$ cat src/rtl/hdx_pkg.sv
// Shared types of the half-duplex transmit controller.
// Assumes: nothing beyond IEEE 1800-2017.
package hdx_pkg;
    typedef enum logic [2:0] {
        ST_IDLE,     // waiting for a request and a quiet medium
        ST_TX,       // frame granted to the client
        ST_JAM,      // jamming after a collision
        ST_BACKOFF,  // waiting the drawn number of slots
        ST_BPJAM     // jamming the partner for flow control
    } tx_state_e;
endpackage

$ cat src/rtl/hdx_bit_timer.sv
// Turns the base bit-rate strobe into a bit-time enable for the selected speed.
// Assumes: bit_tick is a one-cycle strobe at the fast bit rate. At the slow
// speed every SLOW_DIV-th strobe counts.
module hdx_bit_timer #(
    parameter int SLOW_DIV = 10
) (
    input  logic clk,
    input  logic rst_n,
    input  logic bit_tick,
    input  logic speed_100,
    output logic bit_en
);
    localparam int PRE_W = (SLOW_DIV > 1) ? $clog2(SLOW_DIV) : 1;

    logic [PRE_W-1:0] pre;

    // Prescaler that counts strobes at the slow speed.
    always_ff @(posedge clk) begin
        if (!rst_n) begin
            pre <= '0;
        end else if (bit_tick && !speed_100) begin
            pre <= (pre == PRE_W'(SLOW_DIV - 1)) ? '0 : pre + 1'b1;
        end
    end

    // Bit-time enable: every strobe at full speed, the last of each group at slow speed.
    assign bit_en = bit_tick && (speed_100 || (pre == PRE_W'(SLOW_DIV - 1)));
endmodule

$ cat src/rtl/hdx_ipg_timer.sv
// Measures the quiet time since the medium or the port was last busy.
// Assumes: busy covers carrier, own transmission and own jam.
module hdx_ipg_timer #(
    parameter int IPG_BITS = 96
) (
    input  logic clk,
    input  logic rst_n,
    input  logic bit_en,
    input  logic busy,
    output logic ipg_ok
);
    localparam int IW = $clog2(IPG_BITS + 1);

    logic [IW-1:0] quiet;

    // Saturating count of quiet bit times, restarted by any activity.
    always_ff @(posedge clk) begin
        if (!rst_n || busy) begin
            quiet <= '0;
        end else if (bit_en && quiet != IW'(IPG_BITS)) begin
            quiet <= quiet + 1'b1;
        end
    end

    assign ipg_ok = (quiet == IW'(IPG_BITS));
endmodule

$ cat src/rtl/hdx_backoff_lfsr.sv
// Free-running Galois LFSR that supplies the random slot count for backoff.
// Assumes: SEED is non-zero and TAPS is a maximal-length polynomial of width LFSR_W.
module hdx_backoff_lfsr #(
    parameter int             LFSR_W = 16,
    parameter int             OUT_W  = 10,
    parameter logic [15:0]    TAPS   = 16'hB400,
    parameter logic [15:0]    SEED   = 16'hACE1
) (
    input  logic             clk,
    input  logic             rst_n,
    output logic [OUT_W-1:0] rnd
);
    logic [LFSR_W-1:0] sr;

    // Advance the register every cycle so that the draw depends on the exact collision time.
    always_ff @(posedge clk) begin
        if (!rst_n) begin
            sr <= SEED[LFSR_W-1:0];
        end else if (sr[0]) begin
            sr <= (sr >> 1) ^ TAPS[LFSR_W-1:0];
        end else begin
            sr <= sr >> 1;
        end
    end

    assign rnd = sr[OUT_W-1:0];
endmodule

$ cat src/rtl/hdx_coll_track.sv
// Counts consecutive collisions across frames and gates reception when partitioned.
// Assumes: col_hit and slot_clean are single-cycle events that never coincide.
module hdx_coll_track #(
    parameter int PART_LIMIT = 64
) (
    input  logic clk,
    input  logic rst_n,
    input  logic col_hit,
    input  logic slot_clean,
    input  logic part_en,
    output logic rx_en
);
    localparam int CW = $clog2(PART_LIMIT + 2);

    logic [CW-1:0] consec;

    // Saturating count of collisions, cleared by a clean slot time.
    always_ff @(posedge clk) begin
        if (!rst_n || slot_clean) begin
            consec <= '0;
        end else if (col_hit && consec != CW'(PART_LIMIT + 1)) begin
            consec <= consec + 1'b1;
        end
    end

    // Reception is closed only while partition is enabled and the limit has been passed.
    assign rx_en = !(part_en && (consec > CW'(PART_LIMIT)));
endmodule

$ cat src/rtl/hdx_tx_ctrl.sv
// Half-duplex transmit controller: gap timing, collision jam, backoff,
// late-collision drop, excessive-collision abort, backpressure jam and partition.
// Assumes: the client holds tx_req until tx_end, tx_abort or tx_drop, and
// JAM_BITS < SLOT_BITS.
module hdx_tx_ctrl #(
    parameter int SLOW_DIV     = 10,
    parameter int IPG_BITS     = 96,
    parameter int SLOT_BITS    = 512,
    parameter int JAM_BITS     = 32,
    parameter int MAX_ATTEMPTS = 16,
    parameter int BO_EXP_MAX   = 10,
    parameter int PART_LIMIT   = 64
) (
    input  logic clk,
    input  logic rst_n,
    input  logic bit_tick,
    input  logic speed_100,
    input  logic tx_req,
    input  logic tx_end,
    input  logic col,
    input  logic crs,
    input  logic bp_req,
    input  logic part_en,
    output logic tx_grant,
    output logic tx_abort,
    output logic tx_drop,
    output logic jam,
    output logic rx_en
);
    import hdx_pkg::*;

    localparam int CNT_W = $clog2(SLOT_BITS + 1);
    localparam int ATT_W = $clog2(MAX_ATTEMPTS + 1);

    tx_state_e            state;
    logic [CNT_W-1:0]     tcnt;
    logic [BO_EXP_MAX-1:0] slots_left;
    logic [BO_EXP_MAX-1:0] rnd;
    logic [BO_EXP_MAX-1:0] draw_mask;
    logic [BO_EXP_MAX-1:0] draw;
    logic [ATT_W-1:0]     att;
    logic                 late;
    logic                 abort_q;
    logic                 drop_q;
    logic                 bit_en;
    logic                 ipg_ok;
    logic                 busy;
    logic                 col_hit;
    logic                 slot_clean;

    hdx_bit_timer #(.SLOW_DIV(SLOW_DIV)) u_bit (
        .clk(clk), .rst_n(rst_n), .bit_tick(bit_tick),
        .speed_100(speed_100), .bit_en(bit_en)
    );

    hdx_ipg_timer #(.IPG_BITS(IPG_BITS)) u_ipg (
        .clk(clk), .rst_n(rst_n), .bit_en(bit_en), .busy(busy), .ipg_ok(ipg_ok)
    );

    hdx_backoff_lfsr #(.OUT_W(BO_EXP_MAX)) u_rnd (
        .clk(clk), .rst_n(rst_n), .rnd(rnd)
    );

    hdx_coll_track #(.PART_LIMIT(PART_LIMIT)) u_part (
        .clk(clk), .rst_n(rst_n), .col_hit(col_hit), .slot_clean(slot_clean),
        .part_en(part_en), .rx_en(rx_en)
    );

    // Activity that restarts the gap: carrier, own frame or any jam.
    assign busy = crs || (state == ST_TX) || (state == ST_JAM) || (state == ST_BPJAM);

    // Collision events seen by the partition counter.
    assign col_hit    = (state == ST_TX) && col;
    assign slot_clean = (state == ST_TX) && !col && bit_en && (tcnt == CNT_W'(SLOT_BITS - 1));

    // Backoff range: bit i is open once the attempt count exceeds i, capped at BO_EXP_MAX bits.
    always_comb begin
        for (int i = 0; i < BO_EXP_MAX; i++) begin
            draw_mask[i] = (int'(att) > i);
        end
        draw = rnd & draw_mask;
    end

    // Main transmit state machine.
    always_ff @(posedge clk) begin
        if (!rst_n) begin
            state      <= ST_IDLE;
            tcnt       <= '0;
            slots_left <= '0;
            att        <= '0;
            late       <= 1'b0;
            abort_q    <= 1'b0;
            drop_q     <= 1'b0;
        end else begin
            abort_q <= 1'b0;
            drop_q  <= 1'b0;
            unique case (state)
                ST_IDLE: begin
                    if (bp_req && crs) begin
                        state <= ST_BPJAM;
                    end else if (tx_req && !crs && ipg_ok) begin
                        state <= ST_TX;
                        tcnt  <= '0;
                    end
                end
                ST_TX: begin
                    if (col) begin
                        state <= ST_JAM;
                        late  <= (tcnt >= CNT_W'(SLOT_BITS));
                        tcnt  <= '0;
                        att   <= att + 1'b1;
                    end else if (tx_end) begin
                        state <= ST_IDLE;
                        att   <= '0;
                    end else if (bit_en && tcnt != CNT_W'(SLOT_BITS)) begin
                        tcnt <= tcnt + 1'b1;
                    end
                end
                ST_JAM: begin
                    if (bit_en) begin
                        if (tcnt == CNT_W'(JAM_BITS - 1)) begin
                            tcnt <= '0;
                            if (late) begin
                                drop_q <= 1'b1;
                                state  <= ST_IDLE;
                                att    <= '0;
                            end else if (att == ATT_W'(MAX_ATTEMPTS)) begin
                                abort_q <= 1'b1;
                                state   <= ST_IDLE;
                                att     <= '0;
                            end else if (draw == '0) begin
                                state <= ST_IDLE;
                            end else begin
                                state      <= ST_BACKOFF;
                                slots_left <= draw;
                            end
                        end else begin
                            tcnt <= tcnt + 1'b1;
                        end
                    end
                end
                ST_BACKOFF: begin
                    if (bit_en) begin
                        if (tcnt == CNT_W'(SLOT_BITS - 1)) begin
                            tcnt <= '0;
                            if (slots_left == BO_EXP_MAX'(1)) begin
                                state <= ST_IDLE;
                            end
                            slots_left <= slots_left - 1'b1;
                        end else begin
                            tcnt <= tcnt + 1'b1;
                        end
                    end
                end
                ST_BPJAM: begin
                    if (!(bp_req && crs)) begin
                        state <= ST_IDLE;
                    end
                end
                default: state <= ST_IDLE;
            endcase
        end
    end

    assign tx_grant = (state == ST_TX);
    assign jam      = (state == ST_JAM) || (state == ST_BPJAM);
    assign tx_abort = abort_q;
    assign tx_drop  = drop_q;
endmodule

$ cat config.mk
export PLATFORM = sky130hd
export DESIGN_NAME = hdx_tx_ctrl
export DESIGN_NICKNAME = d
export VERILOG_FILES = /design/src/rtl/hdx_pkg.sv /design/src/rtl/hdx_bit_timer.sv /design/src/rtl/hdx_ipg_timer.sv /design/src/rtl/hdx_backoff_lfsr.sv /design/src/rtl/hdx_coll_track.sv /design/src/rtl/hdx_tx_ctrl.sv
export SDC_FILE = /design/constraint.sdc
export NUM_CORES = 1
export LEC_CHECK = 0
export BUFFER_PORTS_ARGS = -buffer_cell sky130_fd_sc_hd__buf_2
export CAP_MARGIN = 20
export CORE_UTILIZATION = 62
export CTS_CLUSTER_SIZE = 16
export DETAILED_ROUTE_END_ITERATION = 8
export GPL_TIMING_DRIVEN = 0
export PLACE_DENSITY = 0.8
export SLEW_MARGIN = 20
export SYNTH_ARGS = -nofsm -noshare
export SYNTH_HDL_FRONTEND = slang
export SYNTH_HIERARCHICAL = 1
export SYNTH_SLANG_ARGS = --single-unit
$ cat constraint.sdc
create_clock -name clk -period 3.2 [get_ports clk]
set_input_delay 0.8 -clock clk [delete_from_list [all_inputs] [get_ports clk]]
set_output_delay 0.8 -clock clk [all_outputs]
set_load 0.005 [all_outputs]
* After elaboration in Yosys (flattened, before gate mapping) *
Index checks and enable logic that the tools add are counted.

word-level totals
  register bits = 65
  bits of input ports = 10
  output and inout port bits = 5
  word-level logic and storage cells = 144

operators by class
  add/subtract/negate cells = 6
  magnitude comparators = 12
  equality and inequality tests = 29
  mux-type cells = 43
  bitwise logic cells = 6
  reductions and logical operators = 37

operator list
  operator                                                                          number
  10-bit two-way mux                                                                16
  10-bit case mux with 4 select lines                                               1
  3-bit two-way mux                                                                 10
  5-bit two-way mux                                                                 6
  2-bit inequality test (second input constant)                                     11
  5-bit by 3-bit greater-than comparator with 1-bit output (second input constant)  4
  10-bit case mux with 2 select lines                                               1
  16-bit two-way mux                                                                1
  8-bit AND reduction                                                               2
  3-bit case mux with 5 select lines                                                1
  7-bit by 1-bit adder with 7-bit output (second input constant)                    2
  7-bit inequality test (second input constant)                                     2
  1-bit logical AND                                                                 13
  3-bit inequality test (second input constant)                                     4
  10-bit by 1-bit adder with 10-bit output (second input constant)                  1
  10-bit AND                                                                        1
  10-bit by 1-bit equality test with 1-bit output (second input constant)           1
  10-bit by 5-bit equality test with 1-bit output (second input constant)           1
  10-bit by 9-bit equality test with 1-bit output (second input constant)           1
  10-bit greater-or-equal comparator (second input constant)                        1
  5-bit by 1-bit greater-than comparator with 1-bit output (second input constant)  2
  5-bit by 2-bit greater-than comparator with 1-bit output (second input constant)  2
  5-bit by 4-bit greater-than comparator with 1-bit output (second input constant)  2
  10-bit zero test                                                                  1
  28 further kinds                                                                  46

* Logic depth before layout (Yosys ltp) *
Gate-level depths: netlist (run 1).

  depth in word-level cells = 9
  mapped depth = 10
  mapped depth without buffers = 9

* Hierarchy *
Netlist (run 1), hierarchy kept.

by module, submodules not included
  module            times used  cells each  area an instance (µm²)  seq. area each (µm²)
  hdx_tx_ctrl       1           304         2267.2                  620.6
  hdx_backoff_lfsr  1           46          528.0                   320.3
  hdx_coll_track    1           44          371.6                   140.1
  hdx_ipg_timer     1           42          366.6                   140.1
  hdx_bit_timer     1           22          214.0                   80.1

* Least setup slack after synthesis (run 1) *
OpenSTA, ideal clock, no wires.

  path kind = reg2reg
  start point = register att[0]
  end point = register slots_left[1]
  data arrival time = 2.421 ns
  path slack = 0.645 ns
  stages on the path, launching flop included = 10
  path buffers = 2
  path through = dfxtp_1 clkbuf_1 inv_1 ha_1 nor4bb_1 or4b_4 a211o_1 buf_2 a2111oi_2 a211oi_1

on the way
  word-level cells in the longest chain between the ends = 8
  elaborated cells between the ends (all ways) = 22
  classes of those cells = 10 x order compare; 3 x eq/ne; 6 x mux; 1 x bitwise; 2 x reduce/logical

ends and longest elaborated chain
  item                                                      line                RTL
  from (decl)                                               hdx_tx_ctrl.sv:41   logic [ATT_W-1:0] att;
  from (signal assigned)                                    hdx_tx_ctrl.sv:111  att <= att + 1'b1;
  5-bit by 1-bit greater-than comparator with 1-bit output  hdx_tx_ctrl.sv:79   draw_mask[i] = (int'(att) > i);
  10-bit AND                                                hdx_tx_ctrl.sv:81   draw = rnd & draw_mask;
  10-bit two-way mux                                        hdx_tx_ctrl.sv:131  end else if (draw == '0) begin
  10-bit two-way mux                                        hdx_tx_ctrl.sv:127  end else if (att == ATT_W'(MAX_ATTEMPTS)) begin
  10-bit two-way mux                                        hdx_tx_ctrl.sv:123  if (late) begin
  10-bit two-way mux                                        hdx_tx_ctrl.sv:121  if (tcnt == CNT_W'(JAM_BITS - 1)) begin
  10-bit two-way mux                                        hdx_tx_ctrl.sv:120  if (bit_en) begin
  10-bit case mux with 2 select lines                       hdx_tx_ctrl.sv:97   unique case (state)
  to (signal assigned)                                      hdx_tx_ctrl.sv:135  slots_left <= draw;
  to (signal assigned)                                      hdx_tx_ctrl.sv:149  slots_left <= slots_left - 1'b1;
  to (decl)                                                 hdx_tx_ctrl.sv:37   logic [BO_EXP_MAX-1:0] slots_left;

Parallel ways exist; a longest one is shown, timed or not. The select of a mux whose other input is x is not followed.
A chain may end at the register's enable or synchronous reset.

* Final worst setup path (run 1) *
  start point = register att[0]
  end point = register slots_left[2]

on the way
  word-level cells in the longest chain between the ends = 8
  elaborated cells between the ends (all ways) = 22
  classes of those cells = 10 x order compare; 3 x eq/ne; 6 x mux; 1 x bitwise; 2 x reduce/logical

ends and longest elaborated chain
  item                                                      line
  5-bit by 2-bit greater-than comparator with 1-bit output  hdx_tx_ctrl.sv:79
  10-bit AND                                                hdx_tx_ctrl.sv:81
  10-bit two-way mux                                        hdx_tx_ctrl.sv:131
  10-bit two-way mux                                        hdx_tx_ctrl.sv:127
  10-bit two-way mux                                        hdx_tx_ctrl.sv:123
  10-bit two-way mux                                        hdx_tx_ctrl.sv:121
  10-bit two-way mux                                        hdx_tx_ctrl.sv:120
  10-bit case mux with 2 select lines                       hdx_tx_ctrl.sv:97

Parallel ways exist; a longest one is shown, timed or not. The select of a mux whose other input is x is not followed.

==> results, run 1 <==
- 15 I/O pins were placed.
- In the final routed layout, each cell accounts on average for 15.5 um.
- The worst setup path is launched from a flip-flop.
- Setup repair after global routing left no endpoint under its margin.
- The CTS buffer count is 9.
- The critical path is of the flip-flop to flip-flop type.
- The final weighted congestion in routability-driven placement is a little over 0.9.
- The final design instance area without fill is 4130 sq um.
- In the final layout, the share of cells above drive strength 1 is 0.129.
- By area the synthesized netlist is led by dfxtp_1, nor2_1, ha_1.
- The total power per unit cell area is between 400 and 500 nW/um^2.
- The signal on the critical path passes through clkbuf_1, inv_1, ha_1, nor4bb_1, or4b_4, a211oi_4, or2b_1, mux2i_1, a21oi_1.
- Summed over all instances, the cell type with the most area after synthesis is dfxtp_1.
- The worst setup skew after layout is around 15 ps.
- The share of synthesized area in the top cell type comes to 0.347.
- The flow ran to the end, and the final reports show no timing, DRC or antenna violations.
- The final number of hold-violating endpoints is 0.
- The library cell used as clock root buffer is clkbuf_8.
- Detailed placement ended at an HPWL of 6.17 mm.
- Counting flops with a built-in enable in the synthesized netlist gives 0.
- The clock tree from TritonCTS is built.
- The share of the Yosys chip area taken by registers is 0.347.
- For this run, the post-layout net count is approximately 510.
- After detailed routing, the number of vias per cell comes to between 6 and 7.
- The maximum number of pins on one net before global-route repair is 19.
- The number of vias in the routed layout is about 3400.
- The peak fanout along the critical path is 9.
- The initial antenna violation count is 0.
- In this run the tool buffered the top-level ports with 14 buffer cells.
- Clock latency on the worst-skew pair, taken at its later pin, is approximately 360 ps.
- The detail route stage leaves a number of antenna-violating nets equal to 0.
- The clock-pin slew of the registers on the worst-case setup and hold paths is about 70 ps.
- In this run, post-CTS repair resized a total of 0 instances.
- The maximum clock path buffer count is 2.
- STA puts the critical path data arrival time at around 3200 ps.
- The starting DRC count in detailed routing is about 230.
- In this run the number of H-tree levels came out at 3.
- The floorplan die height is about 80 um.
- The number of global-route vias before repair is about 3100.
- Hold timing on the final database bottoms out at a slack of about 430 ps.
- The number of endpoints failing setup at the final stage is 0.
- The combined global-route utilization of all metal layers is 0.289.
- The max-capacitance violation count is 0.
- The max-slew violation total from the final report was 0.
- The combined area of all synthesized cells is about 3700 sq um.
- The worst-case IR drop observed on VDD is about 0.43 mV.
- The placeable core region is 5680 sq um.
- The required time of the critical path is around 3400 ps.
- The synthesis warning total is 6.
- The worst setup path is captured at a flip-flop.
- The tightest slew margin relative to the limit is 0.480.
- The per-instance average area after synthesis is a little over 8 sq um.
- The first-pass GRT wire length is ~14 mm.
- The repair_antennas step left the layout with diodes totalling 0.
- From left edge to right edge, the die measures around 80 um.
- The cell row count is 27.
- The post-route clock period utilization is 0.916.
- The most used flip-flop cell after synthesis is dfxtp_1.
- The slowest cell on the critical path is or4b_4.
- The area added between synthesis and finish is 10.3%.
- The time the worst path needs with I/O delays and setup is between 2000 and 3000 ps.
- The synthesized netlist contains between 70 and 80 unique library cells.
- The largest incremental delay on the critical path is between 500 and 600 ps.
- The placement-stage worst setup slack is roughly 300 ps.
- The total setup buffers inserted after CTS is 0.
- For this run, design rule violations remaining after detail routing come to 0.
- The total die area is between 6000 and 7000 sq um.
- Of all flip-flops after synthesis, the portion carrying an async set or reset was 0.
- The routed design has a little under 9 mm of wire.
- When the netlist entered floorplanning its net count stood at 481.
- Buffers inserted to repair hold after CTS numbered 0.
- The achievable clock frequency is 341 MHz.
- The cell count after synthesis came out at around 460.
- The placed cell area is between 3000 and 4000 sq um.
- The actual slew at the worst max-slew pin is between 700 and 800 ps.
- The clock net in this run drives a total of 65 sinks.
- The tightest min-delay check is of the flip-flop to flip-flop type.
- Summing internal, switching and leakage power gives about 1.9 mW.
- For this design the static power due to leakage is roughly 1.5 nW.
- The post-route setup TNS is 0 ps.
- The number of detailed-routing iterations run before antenna repair is 5.
- Synthesis inferred 65 register bits.
- For this configuration, the core starts out at a cell density of 0.660.
- The total overflow left after global routing is 0.
- In the post-route analysis, the smallest setup slack over all paths is around 270 ps.
==> worst paths after layout <==
path                     start            end  slack [ps]  cells past startpoint
setup / recovery        att[0]  slots_left[2]         270                      9
hold / removal    u_rnd/sr[12]   u_rnd/sr[11]         430                      1
setup reg to reg        att[0]  slots_left[2]         270                      9
hold reg to reg   u_rnd/sr[12]   u_rnd/sr[11]         430                      1
==> routing by layer <==
| metal | share of wire | global-route usage | vias up | wire length [um] |
|---|---|---|---|---|
| met5 | 0 | 0 | - | 0 |
| met4 | 0.019 | 0.100 | 0 | 165 |
| met3 | 0.067 | 0.0971 | 24 | 577 |
| met2 | 0.45 | 0.454 | 122 | 3910 |
| met1 | 0.46 | 0.370 | 1603 | 4000 |
| li1 | - | - | 1682 | - |
==> synth_stat cells, types with 3 or more instances <==
cell type	number
nand3_1	14
nand2_1	39
xor2_1	6
nor2b_1	6
nand4b_1	3
and2_1	10
nand3b_1	5
inv_1	22
nor3_1	12
xnor2_1	10
buf_4	10
a21oi_1	24
o22ai_1	3
clkbuf_1	16
dfxtp_1	65
o21a_1	3
a211oi_1	3
a211o_1	3
or3_1	8
ha_1	13
nor2_1	44
a31oi_1	10
nand2b_1	17
nor4_1	6
o31a_1	4
and4_1	4
mux2i_1	9
o21ai_0	25
a311oi_1	3
nand4_1	8
==> cells in the final DEF, fill, tap and decap left out, drive strengths merged, types with 6 or more instances in the layout <==
cell / count
nand4: 9
nand2b: 17
xnor2: 10
o21ai: 26
nand3: 14
mux2i: 9
buf: 27
a21oi: 24
clkbuf: 27
nor4: 8
or3: 8
nor2b: 6
dfxtp: 65
nor2: 44
nand2: 40
nor3: 12
and2: 10
a31oi: 10
xor2: 6
ha: 13
inv: 25
==> registers in the layout, indices dropped and copies added (netlist names) <==
signal and count:
u_rnd/sr 16, slots_left 10, tcnt 10, u_ipg/quiet 7, u_part/consec 7, att 5, u_bit/pre 4, state 3
late 1, tx_abort 1, tx_drop 1
==> power by group <==
part | leakage (nW) | internal [mW] | switching (mW)
registers | 0.529 | 0.839 | 0.0243
logic | 0.861 | 0.105 | 0.152
clock network | 0.111 | 0.466 | 0.342
==> kinds of logic after synthesis <==
kind of cell / count (synthesis) / synth area share
adders and majority gates: 13 / 0.0434
AOI/OAI and AO/OA: 105 / 0.191
DFF: 65 / 0.347
and+or+nand+nor: 198 / 0.292
muxes: 9 / 0.0240
buffers and inverters: 52 / 0.0648
xor gates and xnor gates: 16 / 0.0374
==> critical path, delay by kind of cell (launching register included) <==
kind	cells	cell delay [ps]
simple gates	3	1020
compound gates	2	620
buf+inv	2	450
flops	1	360
fa+ha+maj	1	240
mux	1	130
==> area by class of cell <==
class                           instances  area, sq um
Clock buffer                           11          141
Inverter                               23         86.3
Timing Repair Buffer                   14         70.1
Multi-Input combinational cell        341         2200
Fill cell                             457         1540
Tap cell                               72         90.1
Clock inverter                          5         85.1
Sequential cell                        65         1300
Buffer                                 29          156
==> stage by stage <==
stage,utilization,std cells
after global placement,0.688,544
after floorplan,-,458
after global routing,0.728,560
final,0.728,560
after detailed placement,0.688,544
after CTS,0.728,560
No activity file was read; power rests on OpenSTA's default activity.
==> run 2: changes to the inputs <==
--- a/config.mk
+++ b/config.mk
@@ -7,6 +7,7 @@
 export LEC_CHECK = 0
 export BUFFER_PORTS_ARGS = -buffer_cell sky130_fd_sc_hd__buf_2
 export CAP_MARGIN = 20
+export CORE_MARGIN = 2
 export CORE_UTILIZATION = 62
 export CTS_CLUSTER_SIZE = 16
 export DETAILED_ROUTE_END_ITERATION = 8
==> results, run 2 (synthesized netlist as in run 1, its figures left out) <==
- The clock net in this run drives a total of 65 sinks.
- The register with the most flip-flops in the layout has 16 of them.
- In the layout the commonest cells are dfxtp_1, nor2_1, nand2_1.
- The floorplan die height is between 80 and 90 um.
- At the pin with the least slew margin, the transition time is 694 ps.
- The DRC violation count after routing is 0.
- In this run the standard cell core region covers 5890 sq um.
- The CTS buffer count is 9.
- 0 antenna diodes ended up in the layout.
- In this run the tightest slew margin relative to its limit is 0.531.
- In the final timing run, aggregate negative setup slack is 0 ps.
- Global routing finished with a remaining overflow of 0.
- The net count of the finished layout is 506.
- Leaving out fill and tap cells, the most frequent cell in the layout is dfxtp_1.
- The average via count per standard cell is just over 6.
- After clock tree synthesis, the clock-pin slew on the worst setup and hold paths is 80 ps.
- Gates resized during post-CTS repair numbered 0.
- Across the VDD grid, the largest voltage drop is between 0.3 and 0.4 mV.
- The cell row count is 28.
- The total die area is 6680 sq um.
- The congestion estimate from routability-driven global placement came to approximately 0.95.
- The starting DRC count in detailed routing is between 150 and 200.
- The maximum clock path buffer count is 2.
- The total setup buffers inserted after CTS is 0.
- The peak fanout along the critical path is 9.
- Of the total power, registers draw 0.456.
- Timing would allow up to 336 MHz.
- For the final database, setup skew stands at around 12 ps.
- The number of detailed-routing iterations run before antenna repair is 5.
- Max-cap violations in this run came to 0.
- Of the cells placed in the final design, the portion with a size suffix greater than 1 is 0.129.
- The largest registers in the layout are u_rnd/sr (16), slots_left (10), tcnt (10).
- The classification of the worst setup path is flip-flop to flip-flop.
- The time the worst path needs with I/O delays and setup is between 2000 and 3000 ps.
- Of the total power, the share spent switching nets is 0.269.
- The floorplan step set the die width to 81.7 um.
- In this run the worst hold path is classified as flip-flop to flip-flop.
- The standby leakage power is 1.49 nW.
- The count of nets left with antenna violations once routing finished came out at 0.
- The register containing the most flip-flops in the final layout is u_rnd/sr.
- The final number of hold-violating endpoints was 0.
- The average wire length per cell after detail routing is about 15 um.
- For the worst-skew pair, the clock arrives at the later sink with an insertion delay of 350 ps.
- The number of vias in the routed layout is approximately 3400.
- The number of global-route vias before repair came to between 3000 and 4000.
- The worst setup path is captured at a flip-flop.
- The initial antenna violation count came to 0.
- Of the available clock period, the critical path in the final layout requires 0.931.
- The max-slew violation total from the final report is 0.
- The share of power burned in combinational logic is 0.134.
- The internal power of the cells totals around 1.4 mW.
- The HPWL reported at the end of detailed placement is 6.04 mm.
- The initial cell density of the core is 0.637.
- The worst hold-check slack is between 400 and 500 ps.
- The number of I/O pins is 15.
- Across every metal layer, demand over resource in global routing totals 0.264.
- The area added between synthesis and finish is 10.3%.
- Data arrives at the worst endpoint at about 3300 ps.
- The kind of start point of the critical path is a flip-flop.
- Buffers inserted to repair hold after CTS numbered 0.
- Setup repair after global routing left no endpoint under its margin.
- In this run the tool buffered the top-level ports with 14 buffer cells.
- Data on the critical path is required at its endpoint by between 3000 and 4000 ps.
- The total power per unit cell area is between 400 and 500 nW/um^2.
- The library cell used as clock root buffer is clkbuf_8.
- The number of endpoints failing setup at the final stage is 0.
- Entering global routing, the biggest net connects 19 pins.
- The aggregate routed wire length is around 8.5 mm.
- In this run the number of H-tree levels came out at 3.
- TritonCTS built the clock tree.
- The run finished with clean final reports.
- The portion of total power attributed to the clock network is 0.410.
- The first global-routing pass estimated 13.7 mm of wire.
- The net switching component of the power is just over 0.5 mW.
-- run 2: changes by cell type in the layout (fill, tap and decap cells not counted), sizes merged --
cell / delta
clkinv: +2
inv: -2
clkinvlp: +1
clkbuf: -1
-- run 2: power groups by stage --
stage	combinational [mW]	sequential [mW]	clock (mW)
2_1_floorplan	0.192	0.875	0
3_3_place_gp	0.243	0.881	0
3_5_place_dp	0.249	0.882	0
4_1_cts	0.251	0.864	0.782
5_1_grt	0.283	0.868	0.816
6_report	0.254	0.864	0.777
-- run 2: per-stage QoR --
step / cell area, sq um / power, mW / cells / setup WS [ps] / utilization
CTS: 4130 / 1.90 / 563 / 282 / 0.702
global route: 4130 / 1.97 / 563 / 37.1 / 0.702
finish: 4130 / 1.89 / 563 / 220 / 0.702
floorplan: 3750 / 1.07 / 458 / 645 / -
detailed placement: 3910 / 1.13 / 547 / 324 / 0.665
global placement: 3910 / 1.12 / 547 / 342 / 0.665
-- run 2: layout make-up --
type / instances / area (sq um)
clock buffer: 10 / 128
fill: 503 / 1750
clock inverter: 6 / 92.6
inverter: 23 / 86.3
buffer: 29 / 156
timing repair buffer: 14 / 70.1
multi-input combinational: 341 / 2200
sequential: 65 / 1300
tap: 75 / 93.8
-- run 2: worst paths after layout --
check,start,endpoint,slack (ps),cells after the start
min reg2reg,u_rnd/sr[12],u_rnd/sr[11],420,1
max,att[0],slots_left[7],220,9
min,u_rnd/sr[12],u_rnd/sr[11],420,1
max reg2reg,att[0],slots_left[7],220,9
-- run 2: critical path: stages (launching register included) --
cell	delay [ps]
dfxtp_1	370
clkbuf_1	300
inv_1	150
ha_1	230
nor4bb_1	170
or4b_4	550
a211oi_4	530
nand2_2	170
o31a_1	260
a31oi_1	160
-- run 2: per-layer routing --
| layer | share of wire | GRT usage | vias up |
|---|---|---|---|
| li1 | - | - | 1691 |
| met1 | 0.47 | 0.357 | 1623 |
| met2 | 0.45 | 0.407 | 107 |
| met3 | 0.053 | 0.0473 | 22 |
| met4 | 0.019 | 0.130 | 0 |
| met5 | 0 | 0 | - |
